[config.mk]
export PLATFORM = sky130hd
export DESIGN_NAME = xslot_decoder
export DESIGN_NICKNAME = d
export VERILOG_FILES = /design/src/rtl/xslot_pkg.sv /design/src/rtl/xslot_regwin.sv /design/src/rtl/xslot_sram_map.sv /design/src/rtl/xslot_seq.sv /design/src/rtl/xslot_decoder.sv
export SDC_FILE = /design/constraint.sdc
export NUM_CORES = 1
export LEC_CHECK = 0
export BUFFER_PORTS_ARGS = -buffer_cell sky130_fd_sc_hd__buf_2
export CAP_MARGIN = 10
export CORE_ASPECT_RATIO = 1.25
export CORE_MARGIN = 3
export CORE_UTILIZATION = 37
export CTS_CLUSTER_DIAMETER = 30
export CTS_CLUSTER_SIZE = 40
export DETAILED_ROUTE_END_ITERATION = 10
export GPL_ROUTABILITY_DRIVEN = 0
export PLACE_DENSITY = 0.83
export SYNTH_ARGS = -nofsm -noshare
export SYNTH_HDL_FRONTEND = slang
export SYNTH_SLANG_ARGS = --single-unit
[constraint.sdc]
create_clock -name clk -period 3.1 [get_ports clk]
set_input_delay 0.31 -clock clk [delete_from_list [all_inputs] [get_ports clk]]
set_output_delay 0.31 -clock clk [all_outputs]
set_load 0.01 [all_outputs]
[src/rtl/xslot_pkg.sv]
package xslot_pkg;
  typedef enum logic [1:0] {
    RW_ID   = 2'd0,
    RW_BANK = 2'd1,
    RW_RF   = 2'd2
  } regwin_kind_e;

  typedef enum logic {
    SQ_IDLE = 1'b0,
    SQ_DONE = 1'b1
  } seq_state_e;
endpackage

[src/rtl/xslot_regwin.sv]
module xslot_regwin
  import xslot_pkg::*;
#(
  parameter int REG_AW = 7,
  parameter int DW     = 16,
  parameter int BANK_W = 1
) (
  input  logic              clk,
  input  logic              rst_n,
  input  logic              sel_reg,
  input  logic              idle,
  input  logic              rnw,
  input  logic [REG_AW-1:0] idx,
  input  logic [1:0]        be,
  input  logic [DW-1:0]     wdata,
  output regwin_kind_e      kind,
  output logic [BANK_W-1:0] bank_q,
  output logic              rf_rd,
  output logic              rf_wr,
  output logic [REG_AW-1:0] rf_idx,
  output logic [1:0]        rf_be,
  output logic [DW-1:0]     rf_wdata
);
  localparam logic [REG_AW-1:0] ID_IDX   = '1;
  localparam logic [REG_AW-1:0] BANK_IDX = '0;

  logic              launch;
  logic              bank_en;
  logic [BANK_W-1:0] bank_d;

  always_comb begin
    if (idx == ID_IDX)        kind = RW_ID;
    else if (idx == BANK_IDX) kind = RW_BANK;
    else                      kind = RW_RF;
  end

  assign launch = sel_reg & idle;

  always_comb begin
    bank_en = launch & ~rnw & (kind == RW_BANK) & be[0];
    bank_d  = bank_q;
    if (bank_en) bank_d = wdata[BANK_W-1:0];
  end

  always_ff @(posedge clk or negedge rst_n) begin
    if (!rst_n) bank_q <= '0;
    else if (bank_en) bank_q <= bank_d;
  end

  assign rf_wr    = launch & ~rnw & (kind == RW_RF) & (|be);
  assign rf_rd    = launch &  rnw & (kind == RW_RF);
  assign rf_idx   = idx;
  assign rf_be    = be;
  assign rf_wdata = wdata;
endmodule

[src/rtl/xslot_sram_map.sv]
module xslot_sram_map #(
  parameter int CPU_AW = 19,
  parameter int SRAM_AW = 20,
  parameter int DW = 16,
  localparam int BANK_W = SRAM_AW - CPU_AW
) (
  input  logic               sel_data,
  input  logic               sel_reg,
  input  logic               idle,
  input  logic               rnw,
  input  logic               gnt,
  input  logic [BANK_W-1:0]  bank,
  input  logic [CPU_AW-1:0]  waddr,
  input  logic [1:0]         be,
  input  logic [DW-1:0]      wdata,
  output logic               req,
  output logic               we,
  output logic [SRAM_AW-1:0] addr,
  output logic [1:0]         sbe,
  output logic [DW-1:0]      swdata
);
  assign req    = sel_data & ~sel_reg & idle;
  assign we     = req & gnt & ~rnw;
  assign addr   = {bank, waddr};
  assign sbe    = be;
  assign swdata = wdata;
endmodule

[src/rtl/xslot_seq.sv]
module xslot_seq
  import xslot_pkg::*;
#(
  parameter int DW = 16,
  parameter int BANK_W = 1,
  parameter logic [DW-1:0] BOARD_ID = 16'hD5A1
) (
  input  logic              clk,
  input  logic              rst_n,
  input  logic              sel_reg,
  input  logic              sel_data,
  input  logic              rnw,
  input  logic              gnt,
  input  regwin_kind_e      kind,
  input  logic [BANK_W-1:0] bank,
  input  logic [DW-1:0]     rf_rdata,
  input  logic [DW-1:0]     sram_rdata,
  output logic              idle,
  output logic              ack,
  output logic              oe,
  output logic [DW-1:0]     rdata
);
  seq_state_e    st_q, st_d;
  logic          cap_en;
  logic [DW-1:0] rd_d, rd_q;
  logic          any_sel;

  assign any_sel = sel_reg | sel_data;
  assign idle    = (st_q == SQ_IDLE);

  always_comb begin
    st_d   = st_q;
    cap_en = 1'b0;
    case (st_q)
      SQ_IDLE: begin
        if (sel_reg || (sel_data && gnt)) begin
          st_d   = SQ_DONE;
          cap_en = 1'b1;
        end
      end
      SQ_DONE: if (!any_sel) st_d = SQ_IDLE;
      default: st_d = SQ_IDLE;
    endcase
  end

  always_comb begin
    rd_d = rd_q;
    if (cap_en) begin
      if (sel_reg) begin
        case (kind)
          RW_ID:   rd_d = BOARD_ID;
          RW_BANK: rd_d = {{(DW-BANK_W){1'b0}}, bank};
          default: rd_d = rf_rdata;
        endcase
      end else begin
        rd_d = sram_rdata;
      end
    end
  end

  always_ff @(posedge clk or negedge rst_n) begin
    if (!rst_n) begin
      st_q <= SQ_IDLE;
      rd_q <= '0;
    end else begin
      st_q <= st_d;
      if (cap_en) rd_q <= rd_d;
    end
  end

  assign ack   = (st_q == SQ_DONE) & any_sel;
  assign oe    = any_sel & rnw;
  assign rdata = rd_q;
endmodule

[src/rtl/xslot_decoder.sv]
module xslot_decoder
  import xslot_pkg::*;
#(
  parameter int CPU_AW  = 19,
  parameter int SRAM_AW = 20,
  parameter int REG_AW  = 7,
  parameter int DW      = 16,
  parameter logic [15:0] BOARD_ID = 16'hD5A1
) (
  input  logic               clk,
  input  logic               rst_n,
  input  logic               sel_reg,
  input  logic               sel_data,
  input  logic [CPU_AW-1:0]  cpu_waddr,
  input  logic               cpu_rnw,
  input  logic [1:0]         cpu_be,
  input  logic [DW-1:0]      cpu_wdata,
  output logic [DW-1:0]      cpu_rdata,
  output logic               cpu_rdata_oe,
  output logic               cpu_ack,
  output logic               rf_rd,
  output logic               rf_wr,
  output logic [REG_AW-1:0]  rf_idx,
  output logic [1:0]         rf_be,
  output logic [DW-1:0]      rf_wdata,
  input  logic [DW-1:0]      rf_rdata,
  output logic               sram_req,
  input  logic               sram_gnt,
  output logic [SRAM_AW-1:0] sram_addr,
  output logic               sram_we,
  output logic [1:0]         sram_be,
  output logic [DW-1:0]      sram_wdata,
  input  logic [DW-1:0]      sram_rdata
);
  localparam int BANK_W = SRAM_AW - CPU_AW;

  regwin_kind_e      kind;
  logic [BANK_W-1:0] bank;
  logic              idle;

  xslot_regwin #(.REG_AW(REG_AW), .DW(DW), .BANK_W(BANK_W)) u_regwin (
    .clk(clk), .rst_n(rst_n), .sel_reg(sel_reg), .idle(idle), .rnw(cpu_rnw),
    .idx(cpu_waddr[REG_AW-1:0]), .be(cpu_be), .wdata(cpu_wdata),
    .kind(kind), .bank_q(bank), .rf_rd(rf_rd), .rf_wr(rf_wr),
    .rf_idx(rf_idx), .rf_be(rf_be), .rf_wdata(rf_wdata)
  );

  xslot_sram_map #(.CPU_AW(CPU_AW), .SRAM_AW(SRAM_AW), .DW(DW)) u_map (
    .sel_data(sel_data), .sel_reg(sel_reg), .idle(idle), .rnw(cpu_rnw),
    .gnt(sram_gnt), .bank(bank), .waddr(cpu_waddr), .be(cpu_be),
    .wdata(cpu_wdata), .req(sram_req), .we(sram_we), .addr(sram_addr),
    .sbe(sram_be), .swdata(sram_wdata)
  );

  xslot_seq #(.DW(DW), .BANK_W(BANK_W), .BOARD_ID(BOARD_ID)) u_seq (
    .clk(clk), .rst_n(rst_n), .sel_reg(sel_reg), .sel_data(sel_data),
    .rnw(cpu_rnw), .gnt(sram_gnt), .kind(kind), .bank(bank),
    .rf_rdata(rf_rdata), .sram_rdata(sram_rdata), .idle(idle),
    .ack(cpu_ack), .oe(cpu_rdata_oe), .rdata(cpu_rdata)
  );
endmodule

==> metrics, run 1 <==
status=finished, final reports clean; synthesized flop and latch total=18; Syn Std Cell Area=1450 µm²; vias in the first global route=1208; clk buf depth=2; worst slew pin tran=just over 0.8 ns; Max transition margin=44.9%; crit path time final=1.95 ns; die area=4700 µm²; CTS root buf=clkbuf_8; total clock buffers created by CTS=3; VDD IR-drop max=0.191 mV; main area contributors after synthesis=buf_4, dfrtp_1, a221o_1; worst endpoint required time=between 2 and 3 ns; largest family of logic cells by synthesized area=buffers and inverters; Initial Util=between 30% and 40%; share of cells above drive strength 1=52.4%; crit path kind=input pin to primary output; CTS tree=yes; adder-cell share of the synthesized area=0%; Tcrit/Tclk final=a little over three fifths; commonest cells after routing, fill and taps aside=buf_2, dfrtp_1, nor3b_1, o21ai_0, nor2_1; Sw Ratio=35.3%; Final TNS setup=0 ns; Port Buffers=90; Post-Synth XOR/XNOR Area=0%; Total Power=1.02 mW; DR vias/cell=about 4.9; clk_lat worst skew=~0.25 ns; DR vias=1161; drt first-iter violations=36; post-DR wirelength/cell=16.3 µm; crit end category=primary output; Antenna Cells=0; Post-DP HPWL=3220 µm; worst hold path type=input pin to flip-flop; final setup fails=0; first-pass GRT wire length=5800 µm; DRC Markers=0; worst r2r path cells=3; crit path DAT=1.64 ns; multiplexer share of the synthesized area=0.779%; clock share of power=18.5%; area share of the largest cell type after synthesis=approximately a third; total global-route track usage=16.2%; share of the yosys chip area belonging to registers=31.1%; Final Hold Viols=0; core area=3630 µm²; Hold Worst Slack=0.291 ns; simple-gate share of the synthesized area=18.7%; Top Ports=160; Power Internal=657 µW; Num Clock Sinks=18; Die H=75.9 µm; Synth cell types=28; Mapped Cells=160; Hold Crit Depth=2; commonest non-fill, non-tap cell in the layout=buf_2; Slew Limit Fails=0; Cell Pwr Density=666 nW/µm²; synth-to-layout area growth=5.45%; TritonRoute pass-1 iters=4; post-synthesis compound-gate area fraction=14.7%; reg2reg setup slack=1.42 ns; worst-path fanout max=23; dominant cell type by area after synthesis=buf_4; clock transition at the registers of the reported paths=0.07 ns; Gate power share=41.7%; Flop pwr share=39.8%; Fmax=between 500 and 600 MHz; R2R Path End=u_seq.rdata[2]$_DFFE_PN0P_; GRT overflow=0; row count=24; WHS Endpoint=u_seq.rdata[9]$_DFFE_PN0P_; CP Launch Type=input pin; # H-tree levels=1; Post-Route WL=3900 µm; Clock Skew=about 0.0021 ns; Mapped Nets=between 200 and 250; P_leak=0.750 nW; HP Start=rf_rdata[9]; Mapped Avg Cell Area=9.04 µm²; RSZ-0062 raised after global routing=false; synth warn=0; Sw Pwr=359 µW; final net count=263; initial antenna violation count=0; max_cap viols=0; Layout Utilization=42.0%; Die Wd=61.9 µm; post-route ant nets=0; Reg2Reg Launch Point=u_seq.st_q$_DFF_PN0_; largest net degree at the start of global routing=24
[layout make-up]
cell class | count | area (µm²)
Tap cell | 52 | 65.1
Multi-Input combinational cell | 74 | 494
Timing Repair Buffer | 91 | 460
Clock buffer | 4 | 55.1
Sequential cell | 18 | 450
Fill cell | 380 | 2110
[sequential cells by signal, summed over array words and instances, names as in the netlist]
register / cells
u_seq.st_q: 1
u_regwin.bank_q: 1
u_seq.rdata: 16
[layer usage]
metal,GRT usage (%),wire [µm]
met5,0,0
met3,5.10,452
met4,7.43,114
met1,16.5,1310
met2,28.5,2030
[power groups by stage]
stage | clock network, mW | logic [mW] | registers [mW]
after floorplan | 0 | 0.262 | 0.456
after global placement | 0 | 0.417 | 0.410
after detailed placement | 0 | 0.428 | 0.409
after CTS | 0.191 | 0.430 | 0.407
after global routing | 0.205 | 0.471 | 0.420
final | 0.188 | 0.423 | 0.405
[worst max-delay path by stage]
stage,startpoint,endpoint,slack (ns)
2_1_floorplan,sel_reg,sram_we,1.69
3_3_place_gp,sel_reg,rf_rd,1.16
3_5_place_dp,sel_reg,rf_rd,1.14
4_1_cts,sel_reg,rf_rd,1.13
5_1_grt,sel_reg,rf_rd,0.96
6_report,sel_reg,rf_rd,1.15
[worst max-delay path: stages]
cell,delay (ns)
buf_2,0.33
a21boi_2,0.44
o21ai_0,0.20
nor3b_1,0.21
buf_2,0.15
[logic make-up after synthesis]
group                  Yosys count
flip-flops                      18
AND/OR/NAND/NOR                 43
buffers and inverters           68
multiplexers                     1
AO/OA/AOI/OAI                   30
[through the flow]
| stage | cells | worst slack, ns | instance area [µm²] |
|---|---|---|---|
| finish | 239 | 1.15 | 1530 |
| detailed placement | 234 | 1.14 | 1460 |
| CTS | 239 | 1.13 | 1530 |
| global route | 239 | 0.965 | 1530 |
| global placement | 234 | 1.16 | 1460 |
| floorplan | 160 | 1.69 | 1450 |
[cell usage after synthesis]
| cell | instances |
|---|---|
| nor3_1 | 2 |
| or2_1 | 1 |
| a21boi_2 | 1 |
| and3b_1 | 1 |
| o21a_1 | 2 |
| buf_2 | 2 |
| nand2_1 | 2 |
| nand4_1 | 2 |
| and2_1 | 1 |
| nand3_1 | 1 |
| nor3b_1 | 10 |
| nand3b_1 | 1 |
| a21oi_1 | 1 |
| clkbuf_1 | 2 |
| nor4_2 | 1 |
| a221o_1 | 8 |
| nor2_1 | 10 |
| o211ai_1 | 1 |
| dfrtp_1 | 18 |
| a31oi_1 | 7 |
| buf_4 | 63 |
| o21ai_0 | 10 |
| nor2_2 | 1 |
| mux2_1 | 1 |
| nor3b_4 | 1 |
| nand2b_1 | 8 |
| nor2b_1 | 1 |
| buf_6 | 1 |
[repair_timing]
item                      4_1_cts  5_1_grt
buffers inserted                0        0
resized for setup               0        0
hold endpoints to repair       18        0
hold buffers                    1        0
(Power assumes the default switching activity.)
==> run 2: changes to the inputs <==
- ABC_AREA: default -> 1
- CORE_UTILIZATION: 37 -> 36
- PLACE_DENSITY: 0.83 -> 0.78
- clock period: 3.1 -> 1.9 ns (I/O delays scaled with it)
==> metrics, run 2 <==
Bufs and invs on worst path=2 (unchanged); CP Launch Type=flip-flop; adder-cell share of the synthesized area=0% (unchanged); Cell Pwr Density=1050 nW/µm² (+57%); DR vias=1331 (+15%); Mapped Avg Cell Area=7.66 µm² (-15%); drt first-iter violations=43 (+19%); max_cap viols=0 (unchanged); worst-path cell chain=inv_2 -> nand2_1 -> nor2_1 -> o21ai_0 -> nor2_1 -> buf_2; crit path kind=flip-flop to primary output; Final TNS setup=0 ns (unchanged); share of cells above drive strength 1=51.9% (-0.49 points); Syn Std Cell Area=1590 µm² (+10%); Hold Crit Depth=3 (+1); sequential cell area=450 µm² (unchanged); max reg flops=16 (unchanged); Max transition margin=73.0% (+28 points); post-synthesis compound-gate area fraction=15.8% (+1.1 points); worst hold path type=input pin to flip-flop; RSZ-0062 raised after global routing=false; Die H=80.4 µm (+5.9%); Top Ports=160 (unchanged); crit path DAT=1.24 ns (-0.40 ns); Antenna Cells=0 (unchanged); Final Hold Viols=0 (unchanged); R2R Path End=u_seq.rdata[14]$_DFFE_PN0P_; fillers=477 (+26%); CTS tree=yes; Synth cell types=20 (-29%); post-CTS resize count=0 (unchanged); Clock Skew=0.000426 ns (-0.00170 ns); Mapped Cells=208 (+30%); status=finished, final reports clean; multi-input logic area=561 µm² (+13%); post-DR wirelength/cell=13.5 µm (-17%); Post-DP HPWL=3260 µm (+1.0%); largest family of logic cells by synthesized area=buffers and inverters; TritonRoute pass-1 iters=4 (unchanged); clk_lat worst skew=0.25 ns (about the same); core area=4160 µm² (+15%); DR vias/cell=4.57 (-5.8%); dominant cell type by area after synthesis=buf_4; most frequent cell after synthesis=buf_4; synthesized flop and latch total=18 (unchanged); total global-route track usage=14.6% (-1.6 points); P_leak=0.879 nW (+17%); uppermost routed layer=met4; commonest cells after routing, fill and taps aside=buf_2, nor2_1, nand2_1; Hold Worst Slack=0.173 ns (-0.118 ns); share of the yosys chip area belonging to registers=28.3% (-2.9 points); post-route ant nets=0 (unchanged); Post-CTS Hold Buffers=1 (unchanged); area share of the largest cell type after synthesis=29.7% (-3.0 points); reg2reg setup slack=0.79 ns (-0.63 ns); crit end category=primary output; family with the most delay on the worst path=flip-flops; DRC Markers=0 (unchanged); CTS root buf=clkbuf_8; Post-synth EDFFs=0 (unchanged); Most used DFF post-synth=dfrtp_1; Initial Util=38.3% (-1.6 points); M1 wire length=1370 µm (+4.4%); max incr delay on CP=0.37 ns (-0.07 ns); non-filler cells, final=291 (+22%); Setup Fix Bufs, Post-CTS=0 (unchanged); final setup fails=0 (unchanged); HP Start=cpu_wdata[0]; Total Power=1.74 mW (+71%); main area contributors after synthesis=buf_4, dfrtp_1, a21oi_2; Post-Place Cells=286 (+22%); die area=5260 µm² (+12%); worst-path fanout max=5 (-78%); first-pass GRT wire length=5920 µm (+2.0%); total clock buffers created by CTS=3 (unchanged); Post-Synth XOR/XNOR Area=0% (unchanged); VDD IR-drop max=0.280 mV (+46%); GRT overflow=0 (unchanged); worst slew pin tran=0.404 ns (-0.419 ns); Place WS=0.541 ns (-0.597 ns); row count=26 (+8.3%); PnR worst setup slack=0.466 ns (-0.681 ns); Num Clock Sinks=18 (unchanged); Die Wd=65.5 µm (+5.8%); simple-gate share of the synthesized area=19.4% (+0.72 points); initial antenna violation count=0 (unchanged); synth cell count leaders=buf_4, nor2_1, nand2_1; clk buf depth=2 (unchanged); Tcrit/Tclk final=75.5%; Most Frequent Cell on Critical Path=nor2_1; final net count=311 (+18%); crit path time final=1.43 ns; synth-to-layout area growth=4.32%; worst endpoint required time=1.71 ns (-1.08 ns); worst r2r path cells=5 (+2); Reg2Reg Launch Point=u_seq.st_q$_DFF_PN0_; Post-synth ARST share=100% (unchanged); vias in the first global route=1288 (+6.6%); clock transition at the registers of the reported paths=0.07 ns (about the same); Slew Limit Fails=0 (unchanged); commonest non-fill, non-tap cell in the layout=buf_2; WHS Endpoint=u_regwin.bank_q$_DFFE_PN0P_; Post-Route WL=3930 µm (+0.56%); Port Buffers=90 (unchanged); largest net degree at the start of global routing=20 (-17%); synth warn=0 (unchanged); multiplexer share of the synthesized area=0% (-0.78 points); routed wl met2=1980 µm (-2.5%); met3 WL=455 µm (+0.66%); Mapped Nets=283 (+20%); # H-tree levels=1 (unchanged); Worst path slowest cell=dfrtp_1; Fmax=697 MHz
-- run 2: kinds of logic (layout without fill, tap and decap cells) --
kind of cell / after synthesis / in the layout
buffers and inverters: 84 / 111
and+or+nand+nor: 70 / 70
AOI/OAI and AO/OA: 36 / 36
DFF: 18 / 18
-- run 2: area by class of cell --
type,instances,area share [%]
clock buffers,4,3.31
inverters,16,3.92
flip-flops and latches,18,27.1
repair buffers,91,27.7
multi-input cells,106,33.7
well taps,56,4.22
-- run 2: power breakdown --
| group | switching (mW) | internal [mW] |
|---|---|---|
| registers | 0.0919 | 0.558 |
| clock network | 0.129 | 0.184 |
| logic | 0.449 | 0.329 |
| total | 0.670 | 1.07 |
-- run 2: layer usage --
layer | vias to the layer above | global-route usage (%)
li1 | 655 | -
met1 | 570 | 14.8
met2 | 90 | 26.0
met3 | 16 | 4.90
met4 | 0 | 7.88
met5 | - | 0
-- run 2: through the flow --
step | area (µm²) | util, %
finish | 1660 | 39.9
detailed placement | 1600 | 38.3
global placement | 1600 | 38.3
CTS | 1660 | 39.9
floorplan | 1590 | -
global route | 1660 | 39.9
-- run 2: worst max-delay path by stage --
stage	cells after the start	startpoint	slack, ns	endpoint
finish	6	u_seq.st_q$_DFF_PN0_	0.47	rf_wr
floorplan	5	u_seq.st_q$_DFF_PN0_	0.78	sram_we
CTS	6	u_seq.st_q$_DFF_PN0_	0.45	rf_wr
global route	6	u_seq.st_q$_DFF_PN0_	0.35	rf_wr
detailed placement	7	sel_reg	0.54	u_seq.rdata[9]$_DFFE_PN0P_
global placement	7	sel_reg	0.58	u_seq.rdata[6]$_DFFE_PN0P_
-- run 2: worst register-to-register path, delay by kind of cell (launching register included) --
family                 cells  cell delay (ns)
and+or+nand+nor            2             0.23
buffers and inverters      2             0.30
DFF                        1             0.37
AOI/OAI and AO/OA          1             0.13
==> run 3: changes to the inputs <==
- ABC_AREA: 1 -> 0
- CORE_UTILIZATION: 36 -> 34
- PLACE_DENSITY: 0.78 -> 0.77
- clock period: 1.9 -> 1.5 ns (I/O delays scaled with it)
==> metrics, run 3 (same netlist as run 1, synthesis figures left out) <==
Antenna Cells=0 (unchanged); Top Ports=160 (unchanged); PnR worst setup slack=0.110 ns (-0.356 ns); worst endpoint required time=1.35 ns (-0.36 ns); crit path DAT=1.24 ns (about the same); Post-Place Cells=244 (-15%); Clock Skew=0.00216 ns (+0.00173 ns); post-DR wirelength/cell=15.4 µm (+14%); DRC Markers=0 (unchanged); first-pass GRT wire length=5750 µm (-2.8%); multi-input logic area=499 µm² (-11%); Reg2Reg Launch Point=u_seq.st_q$_DFF_PN0_; total global-route track usage=14.6% (-0.074 points); worst r2r path cells=3 (-2); share of cells above drive strength 1=54.9% (+3.0 points); GRT overflow=0 (unchanged); crit path kind=flip-flop to primary output; sequential cell area=450 µm² (unchanged); Fmax=approximately 700 MHz; status=finished, final reports clean; Sw Ratio=34.8% (-3.6 points); Post-DP HPWL=3210 µm (-1.4%); Num Clock Sinks=18 (unchanged); core area=3940 µm² (-5.3%); P_leak=0.790 nW (-10%); placed cell area=1520 µm² (-4.6%); max incr delay on CP=0.37 ns (about the same); CTS root buf=clkbuf_8; fillers=450 (-5.7%); DR vias/cell=4.77 (+4.2%); CTS tree=yes; Final Hold Viols=0 (unchanged); row count=25 (-3.8%); Post-Route WL=3840 µm (-2.1%); RSZ-0062 raised after global routing=false; Most Frequent Cell on Critical Path=nor2_1; worst slew pin tran=0.424 ns (+0.0192 ns); Worst path slowest cell=dfrtp_1; VDD IR-drop max=0.288 mV (+2.6%); Max transition margin=71.8% (-1.3 points); worst-path fanout max=6 (+1); Flop pwr share=38.1% (+0.8 points); Critical Path Source=u_seq.st_q$_DFF_PN0_; Power Internal=1.40 mW (+31%); clk_lat worst skew=0.25 ns (about the same); crit path time final=1.39 ns; clock share of power=18.2% (+0.2 points); Die H=78.9 µm (-1.8%); synth-to-layout area growth=10.1%; met1 GRT Util=14.4% (-0.41 points); largest net degree at the start of global routing=19 (-5.0%); Initial Util=36.7% (-1.6 points); commonest non-fill, non-tap cell in the layout=buf_2; clk buf depth=2 (unchanged); # H-tree levels=1 (unchanged); Total Power=2.15 mW (+23%); Final Instance Area=1590 µm² (-4.1%); vias in the first global route=1218 (-5.4%); die area=5080 µm² (-3.5%); worst-path cell chain=buf_4 -> nor2_1 -> o21ai_0 -> nor2_1 -> buf_2; CP Launch Type=flip-flop; total clock buffers created by CTS=3 (unchanged); Tcrit/Tclk final=92.7%; Layout Utilization=40.4% (+0.51 points); Sw Pwr=749 µW (+12%); Setup Fix Bufs, Post-CTS=0 (unchanged); Cell Pwr Density=1350 nW/µm² (+29%); max_cap viols=0 (unchanged); worst hold path type=input pin to flip-flop; Die Wd=64.3 µm (-1.8%); GR Util met2=26.2% (+0.20 points); final net count=271 (-13%); Port Buffers=90 (unchanged); Place WS=0.0501 ns (-0.491 ns); crit path to=rf_wr; final setup fails=0 (unchanged); Slew Limit Fails=0 (unchanged); DR vias=1187 (-11%); Hold Worst Slack=0.129 ns (-0.0437 ns); reg2reg setup slack=0.19 ns (-0.60 ns); post-route ant nets=0 (unchanged); max reg flops=16 (unchanged); drt first-iter violations=60 (+40%); Gate power share=43.8% (-0.9 points); Final TNS setup=0 ns (unchanged); met3 global-route usage=4.95% (+0.055 points); non-filler cells, final=249 (-14%); Most Crowded Layer GR=met2; crit end category=primary output; initial antenna violation count=0 (unchanged); commonest cells after routing, fill and taps aside=buf_2, dfrtp_1, o21ai_0, nor2_1, nor3b_1; TritonRoute pass-1 iters=4 (unchanged); clock transition at the registers of the reported paths=0.07 ns (about the same); R2R Path End=u_seq.rdata[11]$_DFFE_PN0P_
==> run 3: power by group through the flow <==
stage | combinational [mW] | sequential (mW) | clock, mW
5_1_grt | 1.04 | 0.848 | 0.431
4_1_cts | 0.958 | 0.821 | 0.415
3_3_place_gp | 0.929 | 0.823 | 0
2_1_floorplan | 0.542 | 0.942 | 0
3_5_place_dp | 0.957 | 0.827 | 0
6_report | 0.941 | 0.818 | 0.391
==> run 3: worst max-delay path, delay by kind of cell (launching register included) <==
family | cells | cell delay, ns
flip-flops | 1 | 0.37
buffers and inverters | 2 | 0.29
AND/OR/NAND/NOR | 2 | 0.23
AO/OA/AOI/OAI | 1 | 0.10
==> run 3: layout make-up <==
class                   count  area share [%]
repair buffers             99            32.7
multi-input cells          74            31.3
flip-flops and latches     18            28.3
well taps                  54            4.24
clock buffers               4            3.46
==> run 3: worst min path at each step <==
| stage | from | endpoint | slack [ns] | cells after the start |
|---|---|---|---|---|
| final | rf_rdata[4] | u_seq.rdata[4]$_DFFE_PN0P_ | 0.13 | 2 |
| after global placement | rst_n | u_seq.rdata[2]$_DFFE_PN0P_ | 0.10 | 1 |
| after CTS | rf_rdata[4] | u_seq.rdata[4]$_DFFE_PN0P_ | 0.12 | 2 |
| after floorplan | rst_n | u_regwin.bank_q$_DFFE_PN0P_ | -0.15 | 0 |
| after global routing | rf_rdata[3] | u_seq.rdata[3]$_DFFE_PN0P_ | 0.13 | 2 |
| after detailed placement | rst_n | u_seq.rdata[6]$_DFFE_PN0P_ | 0.11 | 1 |
==> run 3: timing repair <==
action | 4_1_cts | 5_1_grt
hold endpoints to repair | 18 | 0
endpoints found under the setup margin | 0 | 1
hold buffers | 1 | 0
gates resized for setup | 0 | 1
==> run 3: routing by layer <==
layer	share of wire, %	up-vias
li1	-	562
met1	35	520
met2	50	89
met3	12	16
met4	3.1	0
met5	0	-
